`config.mk`:
```
export PLATFORM = sky130hd
export DESIGN_NAME = bbspi_port
export DESIGN_NICKNAME = d
export VERILOG_FILES = /design/src/rtl/bbspi_pkg.sv /design/src/rtl/bbspi_sync.sv /design/src/rtl/bbspi_regs.sv /design/src/rtl/bbspi_capture.sv /design/src/rtl/bbspi_pinmux.sv /design/src/rtl/bbspi_port.sv
export SDC_FILE = /design/constraint.sdc
export NUM_CORES = 1
export LEC_CHECK = 0
export ABC_AREA = 1
export BUFFER_PORTS_ARGS = -buffer_cell sky130_fd_sc_hd__buf_2
export CELL_PAD_IN_SITES_DETAIL_PLACEMENT = 0
export CELL_PAD_IN_SITES_GLOBAL_PLACEMENT = 1
export CORE_UTILIZATION = 40
export CTS_CLUSTER_DIAMETER = 40
export DETAILED_ROUTE_END_ITERATION = 10
export PLACE_DENSITY_LB_ADDON = 0.1
export SKIP_LAST_GASP = 1
export SYNTH_ARGS = -nofsm -noshare
export SYNTH_HDL_FRONTEND = slang
export SYNTH_SLANG_ARGS = --single-unit
export TNS_END_PERCENT = 1
```
`constraint.sdc`:
```
create_clock -name clk -period 1.8 [get_ports clk]
set_input_delay 0.09 -clock clk [delete_from_list [all_inputs] [get_ports clk]]
set_output_delay 0.09 -clock clk [all_outputs]
set_load 0.02 [all_outputs]
```
`src/rtl/bbspi_pkg.sv`:
```
// Package: shared offsets, bit positions and decode helper for the bit-bang SPI port.
// Assumes byte addressing with 32-bit words; only aligned offsets decode.
package bbspi_pkg;

    localparam int unsigned OFS_FSEL  = 0;
    localparam int unsigned OFS_CTRL  = 4;
    localparam int unsigned OFS_PINS  = 8;
    localparam int unsigned OFS_SHIFT = 12;

    localparam int unsigned PIN_MOSI_BIT = 0;
    localparam int unsigned PIN_SCLK_BIT = 8;
    localparam int unsigned PIN_CS_LSB   = 16;

    typedef enum logic [1:0] {
        SEL_FSEL  = 2'd0,
        SEL_CTRL  = 2'd1,
        SEL_PINS  = 2'd2,
        SEL_SHIFT = 2'd3
    } reg_sel_e;

    typedef struct packed {
        logic     hit;
        reg_sel_e sel;
    } reg_dec_t;

    // Map a byte offset to a register select; unaligned or out-of-range misses.
    function automatic reg_dec_t decode_ofs(input logic [31:0] ofs);
        reg_dec_t d;
        d.hit = 1'b0;
        d.sel = SEL_FSEL;
        if (ofs[1:0] == 2'b00 && ofs < 32'd16) begin
            d.hit = 1'b1;
            d.sel = reg_sel_e'(ofs[3:2]);
        end
        return d;
    endfunction

endpackage

```
`src/rtl/bbspi_sync.sv`:
```
// Module: bbspi_sync
// Brings the asynchronous data-in pin into the clock domain through STAGES flops.
// Assumes the pin is held stable for more than STAGES cycles before it is sampled.
module bbspi_sync #(
    parameter int unsigned STAGES = 2
) (
    input  logic clk,
    input  logic rst_n,
    input  logic d,
    output logic q
);

    generate
        if (STAGES == 0) begin : g_bypass
            assign q = d;
        end else begin : g_chain
            logic [STAGES-1:0] chain_q;

            // Shift the pin value through the synchronizer chain.
            always_ff @(posedge clk) begin
                if (!rst_n) begin
                    chain_q <= '0;
                end else if (STAGES == 1) begin
                    chain_q[0] <= d;
                end else begin
                    chain_q <= {chain_q[STAGES-2:0], d};
                end
            end

            assign q = chain_q[STAGES-1];
        end
    endgenerate

endmodule

```
`src/rtl/bbspi_regs.sv`:
```
// Module: bbspi_regs
// Register file: function select, control, pin-drive word and read mux of the capture word.
// Also flags a software-written rising clock edge in manual mode.
// Assumes single-cycle writes and combinational reads without side effects.
module bbspi_regs
    import bbspi_pkg::*;
#(
    parameter int unsigned DATA_W = 32,
    parameter int unsigned ADDR_W = 5,
    parameter int unsigned NUM_CS = 3
) (
    input  logic              clk,
    input  logic              rst_n,
    input  logic              wr_en,
    input  logic [ADDR_W-1:0] addr,
    input  logic [DATA_W-1:0] wdata,
    input  logic [DATA_W-1:0] shift_val,
    output logic [DATA_W-1:0] rdata,
    output logic              manual,
    output logic              pin_mosi,
    output logic              pin_sclk,
    output logic [NUM_CS-1:0] pin_cs,
    output logic              sclk_rise
);

    localparam int unsigned CS_MSB = PIN_CS_LSB + NUM_CS - 1;

    reg_dec_t          dec;
    logic              wr_fsel;
    logic              wr_ctrl;
    logic              wr_pins;
    logic              fsel_q;
    logic [DATA_W-1:0] ctrl_q;
    logic              mosi_q;
    logic              sclk_q;
    logic [NUM_CS-1:0] cs_q;
    logic [DATA_W-1:0] pins_img;

    assign dec     = decode_ofs(32'(addr));
    assign wr_fsel = wr_en && dec.hit && (dec.sel == SEL_FSEL);
    assign wr_ctrl = wr_en && dec.hit && (dec.sel == SEL_CTRL);
    assign wr_pins = wr_en && dec.hit && (dec.sel == SEL_PINS);

    // Hold the manual-mode enable bit.
    always_ff @(posedge clk) begin
        if (!rst_n) begin
            fsel_q <= 1'b0;
        end else if (wr_fsel) begin
            fsel_q <= wdata[0];
        end
    end

    // Hold the free-form control word.
    always_ff @(posedge clk) begin
        if (!rst_n) begin
            ctrl_q <= '0;
        end else if (wr_ctrl) begin
            ctrl_q <= wdata;
        end
    end

    // Hold the pin-drive bits; selects reset high, clock and data-out low.
    always_ff @(posedge clk) begin
        if (!rst_n) begin
            mosi_q <= 1'b0;
            sclk_q <= 1'b0;
            cs_q   <= '1;
        end else if (wr_pins) begin
            mosi_q <= wdata[PIN_MOSI_BIT];
            sclk_q <= wdata[PIN_SCLK_BIT];
            cs_q   <= wdata[CS_MSB:PIN_CS_LSB];
        end
    end

    // Flag a manual-mode write that raises the clock bit.
    assign sclk_rise = wr_pins && fsel_q && wdata[PIN_SCLK_BIT] && !sclk_q;

    // Assemble the read image of the pin-drive word.
    always_comb begin
        pins_img = '0;
        pins_img[PIN_MOSI_BIT] = mosi_q;
        pins_img[PIN_SCLK_BIT] = sclk_q;
        for (int k = 0; k < int'(NUM_CS); k++) begin
            pins_img[PIN_CS_LSB + k] = cs_q[k];
        end
    end

    // Select read data by decoded offset; misses return zero.
    always_comb begin
        rdata = '0;
        if (dec.hit) begin
            unique case (dec.sel)
                SEL_FSEL:  rdata = {{(DATA_W-1){1'b0}}, fsel_q};
                SEL_CTRL:  rdata = ctrl_q;
                SEL_PINS:  rdata = pins_img;
                SEL_SHIFT: rdata = shift_val;
                default:   rdata = '0;
            endcase
        end
    end

    assign manual   = fsel_q;
    assign pin_mosi = mosi_q;
    assign pin_sclk = sclk_q;
    assign pin_cs   = cs_q;

    // Leaving reset, the pin-drive word holds its idle value.
    p_pins_reset_r1: assert property (@(posedge clk) disable iff (!rst_n)
        $rose(rst_n) |-> (cs_q == '1 && !sclk_q && !mosi_q && !fsel_q))
        else $error("pin-drive reset value wrong");

    // Unmapped writes leave every stored register untouched.
    p_unmapped_hold_r10: assert property (@(posedge clk) disable iff (!rst_n)
        (wr_en && !dec.hit) |=> ($stable(fsel_q) && $stable(ctrl_q)
                                 && $stable(cs_q) && $stable(sclk_q) && $stable(mosi_q)))
        else $error("unmapped write changed a register");

    // Only bit 0 of function select is ever visible.
    p_fsel_width_r2: assert property (@(posedge clk) disable iff (!rst_n)
        (dec.hit && dec.sel == SEL_FSEL) |-> (rdata[DATA_W-1:1] == '0))
        else $error("function select upper bits nonzero");

endmodule

```
`src/rtl/bbspi_capture.sv`:
```
// Module: bbspi_capture
// Capture shift register: on each flagged clock rise, shifts the synchronized data-in bit
// into bit 0. Assumes the flag is only raised in manual mode; never cleared by a read.
module bbspi_capture #(
    parameter int unsigned DATA_W = 32
) (
    input  logic              clk,
    input  logic              rst_n,
    input  logic              rise,
    input  logic              din,
    output logic [DATA_W-1:0] shreg
);

    logic [DATA_W-1:0] shreg_q;

    // Shift left and insert the sampled bit on a software clock rise.
    always_ff @(posedge clk) begin
        if (!rst_n) begin
            shreg_q <= '0;
        end else if (rise) begin
            shreg_q <= {shreg_q[DATA_W-2:0], din};
        end
    end

    assign shreg = shreg_q;

    // A rise moves the old contents up one place and inserts the sampled bit.
    p_shift_in_r7: assert property (@(posedge clk) disable iff (!rst_n)
        rise |=> (shreg_q[DATA_W-1:1] == $past(shreg_q[DATA_W-2:0])
                  && shreg_q[0] == $past(din)))
        else $error("capture shift wrong");

    // Without a rise the captured bits hold.
    p_hold_no_rise_r8: assert property (@(posedge clk) disable iff (!rst_n)
        !rise |=> $stable(shreg_q))
        else $error("capture changed without a clock rise");

endmodule

```
`src/rtl/bbspi_pinmux.sv`:
```
// Module: bbspi_pinmux
// Pin ownership select: manual mode drives the pins from the pin-drive word,
// otherwise the external read engine owns them. Purely combinational.
module bbspi_pinmux #(
    parameter int unsigned NUM_CS = 3
) (
    input  logic              manual,
    input  logic              pin_mosi,
    input  logic              pin_sclk,
    input  logic [NUM_CS-1:0] pin_cs,
    input  logic              eng_mosi,
    input  logic              eng_sclk,
    input  logic [NUM_CS-1:0] eng_cs,
    output logic              out_mosi,
    output logic              out_sclk,
    output logic [NUM_CS-1:0] out_cs
);

    // Route serial clock and data-out from the current owner.
    always_comb begin
        out_mosi = manual ? pin_mosi : eng_mosi;
        out_sclk = manual ? pin_sclk : eng_sclk;
    end

    generate
        for (genvar k = 0; k < int'(NUM_CS); k++) begin : g_cs
            // Route chip select k from the current owner.
            assign out_cs[k] = manual ? pin_cs[k] : eng_cs[k];
        end
    endgenerate

endmodule

```
`src/rtl/bbspi_port.sv`:
```
// Module: bbspi_port (top)
// Register-driven SPI port: software toggles pins through a register word, and the block
// captures data-in on software-made clock rises. Assumes a simple single-cycle bus.
module bbspi_port
    import bbspi_pkg::*;
#(
    parameter int unsigned DATA_W      = 32,
    parameter int unsigned ADDR_W      = 5,
    parameter int unsigned NUM_CS      = 3,
    parameter int unsigned SYNC_STAGES = 2
) (
    input  logic              clk,
    input  logic              rst_n,
    input  logic              bus_wr_en,
    input  logic [ADDR_W-1:0] bus_addr,
    input  logic [DATA_W-1:0] bus_wdata,
    output logic [DATA_W-1:0] bus_rdata,
    input  logic              eng_sclk,
    input  logic              eng_mosi,
    input  logic [NUM_CS-1:0] eng_cs,
    input  logic              spi_miso,
    output logic              spi_sclk,
    output logic              spi_mosi,
    output logic [NUM_CS-1:0] spi_cs
);

    logic              miso_s;
    logic              manual;
    logic              pin_mosi;
    logic              pin_sclk;
    logic [NUM_CS-1:0] pin_cs;
    logic              sclk_rise;
    logic [DATA_W-1:0] shreg;

    bbspi_sync #(.STAGES(SYNC_STAGES)) u_sync (
        .clk   (clk),
        .rst_n (rst_n),
        .d     (spi_miso),
        .q     (miso_s)
    );

    bbspi_regs #(.DATA_W(DATA_W), .ADDR_W(ADDR_W), .NUM_CS(NUM_CS)) u_regs (
        .clk       (clk),
        .rst_n     (rst_n),
        .wr_en     (bus_wr_en),
        .addr      (bus_addr),
        .wdata     (bus_wdata),
        .shift_val (shreg),
        .rdata     (bus_rdata),
        .manual    (manual),
        .pin_mosi  (pin_mosi),
        .pin_sclk  (pin_sclk),
        .pin_cs    (pin_cs),
        .sclk_rise (sclk_rise)
    );

    bbspi_capture #(.DATA_W(DATA_W)) u_capture (
        .clk   (clk),
        .rst_n (rst_n),
        .rise  (sclk_rise),
        .din   (miso_s),
        .shreg (shreg)
    );

    bbspi_pinmux #(.NUM_CS(NUM_CS)) u_pinmux (
        .manual   (manual),
        .pin_mosi (pin_mosi),
        .pin_sclk (pin_sclk),
        .pin_cs   (pin_cs),
        .eng_mosi (eng_mosi),
        .eng_sclk (eng_sclk),
        .eng_cs   (eng_cs),
        .out_mosi (spi_mosi),
        .out_sclk (spi_sclk),
        .out_cs   (spi_cs)
    );

    // A manual-mode pin-drive write shows its clock bit on the pin next cycle.
    p_sclk_after_write_r3: assert property (@(posedge clk) disable iff (!rst_n)
        (bus_wr_en && bus_addr == ADDR_W'(OFS_PINS) && manual)
            |=> (spi_sclk == $past(bus_wdata[PIN_SCLK_BIT])))
        else $error("serial clock pin does not follow written bit");

    // When function select reads back 0, the selects follow the engine.
    p_engine_owns_r4: assert property (@(posedge clk) disable iff (!rst_n)
        (bus_addr == ADDR_W'(OFS_FSEL) && !bus_rdata[0]) |-> (spi_cs == eng_cs))
        else $error("selects not owned by engine in engine mode");

    // With manual enable clear, no capture is ever flagged.
    p_no_capture_engine_r9: assert property (@(posedge clk) disable iff (!rst_n)
        !manual |-> !sclk_rise)
        else $error("capture flagged outside manual mode");

endmodule

```
==> results of run 1 <==
critical path: stages, from the launching register on:
cell	delay [ns]
dfxtp_1	0.43
inv_1	0.09
buf_4	0.18
a21oi_1	0.14
nand2_1	0.06
inv_1	0.04
buf_2	0.15
state kept, by name, summed over array words and instances, names as in the netlist:
signal                  flops
u_regs.pin_sclk             1
u_sync.g_chain.chain_q      2
u_capture.shreg            32
u_regs.pin_cs               3
u_regs.pin_mosi             1
u_regs.manual               1
u_regs.ctrl_q              32
area by class of cell:
| type | instances | area [um2] | area share |
|---|---|---|---|
| clock inverters | 5 | 81.3 | 0.0187 |
| inverters | 108 | 407 | 0.0934 |
| flip-flops and latches | 72 | 1440 | 0.331 |
| clock buffers | 11 | 131 | 0.0302 |
| well taps | 108 | 135 | 0.0310 |
| repair buffers | 95 | 548 | 0.126 |
| multi-input cells | 372 | 1610 | 0.370 |
power by group:
part / internal [mW] / switching, mW / total [mW]
Sequential: 1.60 / 0.00651 / 1.61
Combinational: 0.0929 / 0.150 / 0.243
Clock: 0.782 / 0.618 / 1.40
path summary, 6_finish.rpt:
path	startpoint	endpoint	slack, ns	depth (start not counted)
max	u_regs.manual	bus_rdata[0]	0.27	6
min	bus_wdata[0]	u_regs.manual	0.02	3
max reg2reg	u_regs.manual	u_capture.shreg[18]	0.45	7
min reg2reg	u_sync.g_chain.chain_q[0]	u_sync.g_chain.chain_q[1]	0.42	2
kinds of logic (layout without fill, tap and decap cells):
logic type,Yosys count,in the layout,share of synthesized area
and+or+nand+nor,332,332,0.381
DFF,72,72,0.395
AOI/OAI and AO/OA,40,40,0.0597
buffers and inverters,142,219,0.163
timing repair:
action,in CTS,in global routing
resized for setup,0,0
hold buffers,1,0
endpoints found under the hold margin,1,0
layout by cell type, fill, tap and decap left out:
cell / instances
nand2_4: 1
clkbuf_8: 9
o21ai_0: 30
buf_4: 9
bufinv_16: 2
buf_2: 82
nor2_1: 100
clkinv_4: 1
clkinvlp_4: 1
nand2_2: 1
dlygate4sd3_1: 1
nand2_1: 186
clkinv_2: 2
buf_12: 3
nand4_1: 34
nor3_4: 1
nand3_1: 3
nand4_2: 1
a21oi_1: 3
nand3_2: 1
inv_2: 2
nor2_2: 2
dfxtp_1: 72
clkbuf_1: 2
o211ai_1: 7
inv_1: 105
nor2_4: 2
routing by layer:
metal,vias to the layer above,GRT usage
li1,1886,-
met1,1553,0.244
met2,66,0.333
met3,2,0.0489
met4,0,0.0407
met5,-,0
==> flow_metrics.py, run 1 <==
metrics = {
    "flow_run": {
        "maxCapViolations": 0,
    },
    "sta": {
        "finalHoldViolCount": 0,
        "worst_clock_skew_ns": 0.0110,
        "setup_viol": 0,
        "period_minus_slack_ns": 1.53,
        "setup_tns_ns": 0,
        "worst_slack_ns": 0.274,
        "maxSlewHeadroom": 0.703,
        "rsz0062_at_grt": "false",
        "period_share": 0.848,
        "tightest_slew_ns": 0.445,
        "fmax_ghz": 0.655,
        "hold_slack_ns": 0.0221,
        "maxSlewViolCount": 0,
    },
    "power_and_ir_drop": {
        "p_leak_nw": 2.20,
        "power_density_nw_per_um2": 747,
        "ir_worst_vdd_uv": 544,
        "finalPower_mw": 3.25,
    },
    "floorplanning": {
        "start_util": 0.416,
        "core_area_um2": 8760,
        "ioPinCount": 83,
        "dieArea_um2": 9500,
        "die_h_um": 97.5,
        "rows": 34,
        "die_w_um": 97.5,
    },
    "clocking": {
        "h-tree-depth": 3,
        "clk_latency_ns": 0.34,
        "cts_tree": "yes",
        "clk_pin_slew_ns": 0.07,
        "cts.sinks": 72,
        "cts-buffers-inserted": 9,
        "post-cts-setup-buffers": 0,
        "clockBufferDepth": 2,
        "clockRootBuffer": "clkbuf_8",
    },
    "place": {
        "place_congestion": 0.738,
        "hpwl_um": 5490,
        "place_inst": 754,
        "io_buffers": 82,
        "pre_cts_slack_ns": 0.360,
        "dpl_cell_area_um2": 4130,
    },
    "synthesis": {
        "yosys.area.top_type": "dfxtp_1",
        "synthCells": 586,
        "mappedNetlistArea_um2": 3640,
        "synth_fp_nets": 632,
        "synth_top_area_frac": 0.395,
        "synth_area_leaders": "dfxtp_1 40%, nand2_1 19%, inv_1 11%, nor2_1 10%, nand4_1 5.8%",
        "ys_seq_area_frac": 0.395,
        "avgSynthCellArea_um2": 6.22,
        "ys_warn_count": 0,
        "synth_edf_count": 0,
        "synth-main-ff-cell": "dfxtp_1",
        "netlist_top_cells_count": "186 x nand2_1, 105 x inv_1, 101 x nor2_1",
        "async_flop_share": 0,
        "synth-seq-cells": 72,
        "post_synth_num_cell_types": 22,
        "synthMostInstantiatedCell": "nand2_1",
    },
    "finish": {
        "num_antenna_cells": 0,
        "nNetsFinal": 704,
        "final_cell_area_um2": 4350,
        "layout-drive-gt1-share": 0.181,
        "postLayoutCoreUtil": 0.497,
        "fin_cells": 771,
        "area_growth_syn_to_layout_pct": 19.5,
        "fillers": 949,
    },
    "route": {
        "vias": 3507,
        "drt_first_iter_violations": 163,
        "drt_pass1_iterations": 4,
        "via_per_inst": 4.55,
        "wl_met2_um": 4130,
        "highest_layer": "met4",
        "wl_met1_um": 4220,
        "post_drt_wl_per_cell_um": 11.3,
        "wl_met3_um": 335,
        "drc": 0,
        "ant_nets": 0,
        "wl_um": 8710,
    },
    "critical_path": {
        "path_max_fanout": 6,
        "critical_path_class": "register to output pin",
        "crit_path_end_kind": "output pin",
        "cp-start-kind": "register",
        "cp.required_ns": 1.71,
        "crit_arrival_ns": 1.44,
    },
    "global_route": {
        "grt_antenna_before_repair": 0,
        "grt_pass1_vias": 3283,
        "grt_overflow": 0,
        "grt_max_degree": 73,
        "grt_usage": 0.194,
        "grt_pass1_wl_um": 15100,
    },
    "outcome": {
        "status": "complete, no violations",
    },
    "hold_path": {
        "hold_path.class": "primary input to register",
    },
}
Power figures use the tool's default switching activity.
==> run 2: changes to the inputs <==
- ABC_AREA: 1 -> 0
- CORE_UTILIZATION: 40 -> 39
- clock period: 1.8 -> 1.6 ns (I/O delays scaled with it)
==> flow_metrics.py, run 2 <==
metrics = {
    "route": {
        "post_drt_wl_per_cell_um": 15.2,
        "wl_met2_um": 4040,
        "drc": 0,
        "vias": 2937,
        "wl_um": 8600,
        "highest_layer": "met4",
        "drt_first_iter_violations": 80,
        "ant_nets": 0,
        "drt_pass1_iterations": 4,
        "wl_met3_um": 396,
        "wl_met1_um": 4080,
        "via_per_inst": 5.20,
    },
    "sta": {
        "rsz0062_at_grt": "false",
        "tightest_slew_ns": 0.483,
        "finalHoldViolCount": 0,
        "fmax_ghz": 0.660,
        "setup_viol": 0,
        "worst_clock_skew_ns": 0.0118,
        "maxSlewViolCount": 0,
        "period_minus_slack_ns": 1.52,
        "period_share": 0.947,
        "maxSlewHeadroom": 0.678,
    },
    "global_route": {
        "grt_usage": 0.210,
        "grt_pass1_wl_um": 14300,
        "grt_antenna_before_repair": 0,
        "grt_max_degree": 74,
        "grt_overflow": 0,
        "grt_pass1_vias": 2884,
    },
    "clocking": {
        "post-cts-setup-buffers": 0,
        "clockBufferDepth": 2,
        "cts-buffers-inserted": 9,
        "cts.sinks": 72,
        "clockRootBuffer": "clkbuf_8",
        "clk_latency_ns": 0.34,
        "h-tree-depth": 3,
        "clk_pin_slew_ns": 0.08,
        "cts_tree": "yes",
    },
    "synthesis": {
        "synth_top_area_frac": 0.442,
        "synthCells": 351,
        "synth-main-ff-cell": "dfxtp_1",
        "async_flop_share": 0,
        "synth_fp_nets": 397,
        "ys_seq_area_frac": 0.442,
        "ys_warn_count": 0,
        "yosys.area.top_type": "dfxtp_1",
        "synthMostInstantiatedCell": "dfxtp_1",
        "synth_area_leaders": "dfxtp_1 44%, mux2i_1 9.8%, a21boi_0 8.1%, a22o_1 7.3%, nand3_1 6.1%",
        "synth_edf_count": 0,
        "avgSynthCellArea_um2": 9.28,
        "netlist_top_cells_count": "72 x dfxtp_1, 40 x nand3_1, 37 x o21ai_0",
        "mappedNetlistArea_um2": 3260,
        "post_synth_num_cell_types": 29,
        "synth-seq-cells": 72,
    },
    "place": {
        "io_buffers": 82,
        "place_congestion": 0.767,
        "hpwl_um": 5570,
        "place_inst": 524,
    },
    "critical_path": {
        "rr_worst_depth": 4,
        "slowest_stage": "dfxtp_2",
        "rrSetupSlack_ns": 0.25,
        "r2r-start": "u_regs.manual",
        "path_buf_inv": 3,
        "cp-start-kind": "register",
        "reg2reg_to": "u_capture.shreg[30]",
        "critical_path.max_stage_delay_ns": 0.40,
        "cp_top_family": "buffers and inverters",
        "cp.required_ns": 1.52,
        "crit_chain": "buf_4 > inv_1 > a221oi_1 > buf_2",
        "path_max_fanout": 4,
        "crit_path_end_kind": "output pin",
        "crit_arrival_ns": 1.44,
        "critical_path_class": "register to output pin",
    },
    "finish": {
        "area_growth_syn_to_layout_pct": 32.7,
        "postLayoutCoreUtil": 0.548,
        "mostFrequentLayoutCell": "buf_2",
        "layout-drive-gt1-share": 0.296,
        "fillers": 724,
        "num_antenna_cells": 0,
        "final_cell_mix": "82 x buf_2, 71 x dfxtp_1, 40 x nand3_1",
        "nNetsFinal": 505,
        "fin_cells": 565,
    },
    "hold_path": {
        "hold_path.class": "primary input to register",
        "hold_start": "bus_wdata[18]",
        "holdPathEnd": "u_regs.pin_cs[2]",
        "min_path_cells": 3,
    },
    "power_and_ir_drop": {
        "power_density_nw_per_um2": 784,
        "ir_worst_vdd_uv": 402,
        "p_leak_nw": 1.65,
    },
    "floorplanning": {
        "start_util": 0.413,
        "die_w_um": 93.4,
        "dieArea_um2": 8720,
        "core_area_um2": 7890,
        "die_h_um": 93.4,
        "ioPinCount": 83,
        "rows": 32,
    },
    "flow_run": {
        "maxCapViolations": 0,
    },
    "outcome": {
        "status": "complete, no violations",
    },
}
run 2: what timing repair did:
item                       in CTS  in global routing
gates resized for setup         1                  1
hold endpoints to repair       26                  0
hold buffers                   26                  0
setup endpoints to repair       2                 23
run 2: power by group:
| group | internal (mW) | switching (mW) |
|---|---|---|
| registers | 1.80 | 0.00451 |
| clock network | 0.593 | 0.668 |
| logic | 0.162 | 0.162 |
| total | 2.56 | 0.835 |
run 2: worst max-delay path by stage:
stage                             start                  end  slack, ns  cells past startpoint
after detailed placement    bus_addr[4]  u_capture.shreg[30]      -0.08                      5
after global routing      u_regs.manual         bus_rdata[0]       0.01                      4
after floorplan             bus_addr[2]        bus_rdata[10]        0.1                      6
after global placement      bus_addr[4]  u_capture.shreg[22]      -0.02                      5
after CTS                   bus_addr[4]         bus_rdata[9]     -0.007                      7
final                     u_regs.manual         bus_rdata[0]       0.08                      4
run 2: layout make-up:
| type | count | area, um2 | share of cell area |
|---|---|---|---|
| timing repair buffer | 131 | 906 | 0.209 |
| sequential | 72 | 1440 | 0.334 |
| tap | 102 | 128 | 0.0295 |
| multi-input combinational | 243 | 1670 | 0.386 |
| inverter | 2 | 7.51 | 0.00174 |
| clock inverter | 5 | 33.8 | 0.00781 |
| clock buffer | 10 | 138 | 0.0318 |
run 2: tightest hold or removal path, stage by stage:
cell and delay (ns):
buf_2 0.10, nand3_1 0.06, nand3_1 0.07
run 2: metal layers:
metal	global-route usage	vias to the layer above
met3	0.0350	6
li1	-	1490
met5	0	-
met1	0.282	1370
met4	0.0731	0
met2	0.339	71
run 2: cell families (layout without fill, tap and decap cells):
| group | after synthesis | count (layout) | share of synthesized area |
|---|---|---|---|
| simple gates | 96 | 96 | 0.149 |
| mux | 41 | 41 | 0.129 |
| compound gates | 106 | 106 | 0.227 |
| flops | 72 | 72 | 0.442 |
| buf+inv | 36 | 148 | 0.0515 |
run 2: metrics by stage:
stage | hold slack, ns | power (mW) | cell area (um2) | TNS (ns) | setup slack, ns
global placement | 0.291 | 2.12 | 3880 | -0.233 | -0.0169
detailed placement | 0.306 | 2.12 | 3880 | -0.877 | -0.0771
finish | 0.0126 | 3.39 | 4320 | 0 | 0.0840
CTS | 0.00124 | 3.43 | 4320 | -0.00717 | -0.00717
floorplan | 0.207 | 1.97 | 3260 | 0 | 0.0990
global route | 0.0161 | 3.55 | 4320 | 0 | 0.00980
==> run 3: changes to the inputs <==
--- a/config.mk
+++ b/config.mk
@@ -11,2 +11,3 @@
 export CELL_PAD_IN_SITES_GLOBAL_PLACEMENT = 1
+export CORE_MARGIN = 1.5
 export CORE_UTILIZATION = 39
--- a/constraint.sdc
+++ b/constraint.sdc
@@ -3,2 +3,2 @@
 set_output_delay 0.08 -clock clk [all_outputs]
-set_load 0.02 [all_outputs]
+set_load 0.005 [all_outputs]
==> flow_metrics.py, run 3 (synthesis gave the netlist of run 2 again) <==
metrics = {
    "floorplanning": {
        "core_area_um2": 8130,
        "dieArea_um2": 8910,
        "die_h_um": 94.4,
        "start_util": 0.401,
        "die_w_um": 94.4,
        "ioPinCount": 83,
        "rows": 33,
    },
    "clocking": {
        "cts_tree": "yes",
        "clockRootBuffer": "clkbuf_8",
        "clockBufferDepth": 2,
        "h-tree-depth": 3,
        "clk_pin_slew_ns": 0.08,
        "clk_latency_ns": 0.34,
        "cts.sinks": 72,
        "cts-buffers-inserted": 9,
    },
    "sta": {
        "setup_tns_ns": 0,
        "period_share": 0.929,
        "setup_viol": 0,
        "hold_slack_ns": 0.00733,
        "maxSlewHeadroom": 0.753,
        "tightest_slew_ns": 0.369,
        "finalHoldViolCount": 0,
        "period_minus_slack_ns": 1.49,
        "maxSlewViolCount": 0,
        "fmax_ghz": 0.673,
        "rsz0062_at_grt": "false",
        "worst_slack_ns": 0.113,
        "worst_clock_skew_ns": 0.00875,
    },
    "global_route": {
        "grt_overflow": 0,
        "grt_max_degree": 74,
        "grt_usage": 0.203,
        "grt_pass1_wl_um": 14000,
        "grt_pass1_vias": 2925,
        "grt_antenna_before_repair": 0,
    },
    "critical_path": {
        "rr_worst_depth": 3,
        "crit_arrival_ns": 1.41,
        "r2r-start": "u_regs.pin_sclk",
        "path_max_fanout": 27,
        "reg2reg_to": "u_capture.shreg[22]",
        "critical_path.max_stage_delay_ns": 0.25,
        "startpoint": "bus_addr[4]",
        "crit_path_end_kind": "output pin",
        "cp-start-kind": "primary input",
        "rrSetupSlack_ns": 0.28,
        "cp.required_ns": 1.52,
        "crit_chain": "buf_2 > buf_4 > nor4b_2 > buf_4 > and2_1 > buf_12 > a22o_1 > buf_2",
        "slowest_stage": "nor4b_2",
        "critical_path_class": "primary input to output pin",
    },
    "route": {
        "wl_met3_um": 383,
        "drt_first_iter_violations": 83,
        "ant_nets": 0,
        "wl_um": 8820,
        "via_per_inst": 5.23,
        "drt_pass1_iterations": 4,
        "vias": 2961,
        "post_drt_wl_per_cell_um": 15.6,
        "wl_met1_um": 4200,
        "highest_layer": "met4",
        "wl_met2_um": 4110,
        "drc": 0,
    },
    "power_and_ir_drop": {
        "power_density_nw_per_um2": 848,
        "ir_worst_vdd_uv": 366,
        "p_leak_nw": 1.66,
        "finalPower_mw": 3.72,
    },
    "finish": {
        "postLayoutCoreUtil": 0.540,
        "mostFrequentLayoutCell": "buf_2",
        "num_antenna_cells": 0,
        "final_cell_area_um2": 4390,
        "area_growth_syn_to_layout_pct": 34.7,
        "fin_cells": 566,
        "layout-drive-gt1-share": 0.289,
        "nNetsFinal": 502,
        "final_cell_mix": "82 x buf_2, 72 x dfxtp_1, 40 x nand3_1",
    },
    "place": {
        "place_inst": 523,
        "pre_cts_slack_ns": -0.0604,
        "hpwl_um": 5370,
        "io_buffers": 82,
        "dpl_cell_area_um2": 3870,
        "place_congestion": 0.765,
    },
    "hold_path": {
        "hold_path.class": "primary input to register",
        "hold_start": "bus_wdata[16]",
        "min_path_cells": 3,
        "holdPathEnd": "u_regs.pin_cs[0]",
    },
    "outcome": {
        "status": "complete, no violations",
    },
    "flow_run": {
        "maxCapViolations": 0,
    },
}
-- run 3: worst max-delay path by stage --
stage | to | depth (start not counted)
CTS | bus_rdata[3] | 8
finish | bus_rdata[27] | 8
detailed placement | u_capture.shreg[22] | 5
global placement | u_capture.shreg[21] | 5
global route | bus_rdata[27] | 8
floorplan | u_capture.shreg[10] | 4
-- run 3: report_power, final --
part,leakage (nW),switching [mW],internal [mW]
clock network,0.106,0.688,0.919
logic,0.976,0.152,0.160
registers,0.581,0.00452,1.80
total,1.66,0.844,2.88
-- run 3: final cells by class --
class / instances / area (um2)
Clock buffer: 11 / 141
Clock inverter: 5 / 80.1
Fill cell: 764 / 3740
Inverter: 2 / 7.51
Multi-Input combinational cell: 243 / 1670
Sequential cell: 72 / 1440
Tap cell: 105 / 131
Timing Repair Buffer: 128 / 913
-- run 3: what timing repair did --
item | in CTS | in global routing
endpoints found under the setup margin | 0 | 27
hold buffers | 26 | 0
endpoints found under the hold margin | 26 | 0
gates resized for setup | 0 | 2
setup buffers | 0 | 0
-- run 3: layer usage --
layer,global-route usage,vias up
met4,0.0846,0
met3,0.0362,11
met2,0.341,72
met1,0.257,1390
met5,0,-
li1,-,1488
-- run 3: critical path, delay by kind of cell --
kind                   cells  cell delay (ns)
and+or+nand+nor            2             0.42
AOI/OAI and AO/OA          1             0.17
buffers and inverters      5             0.69
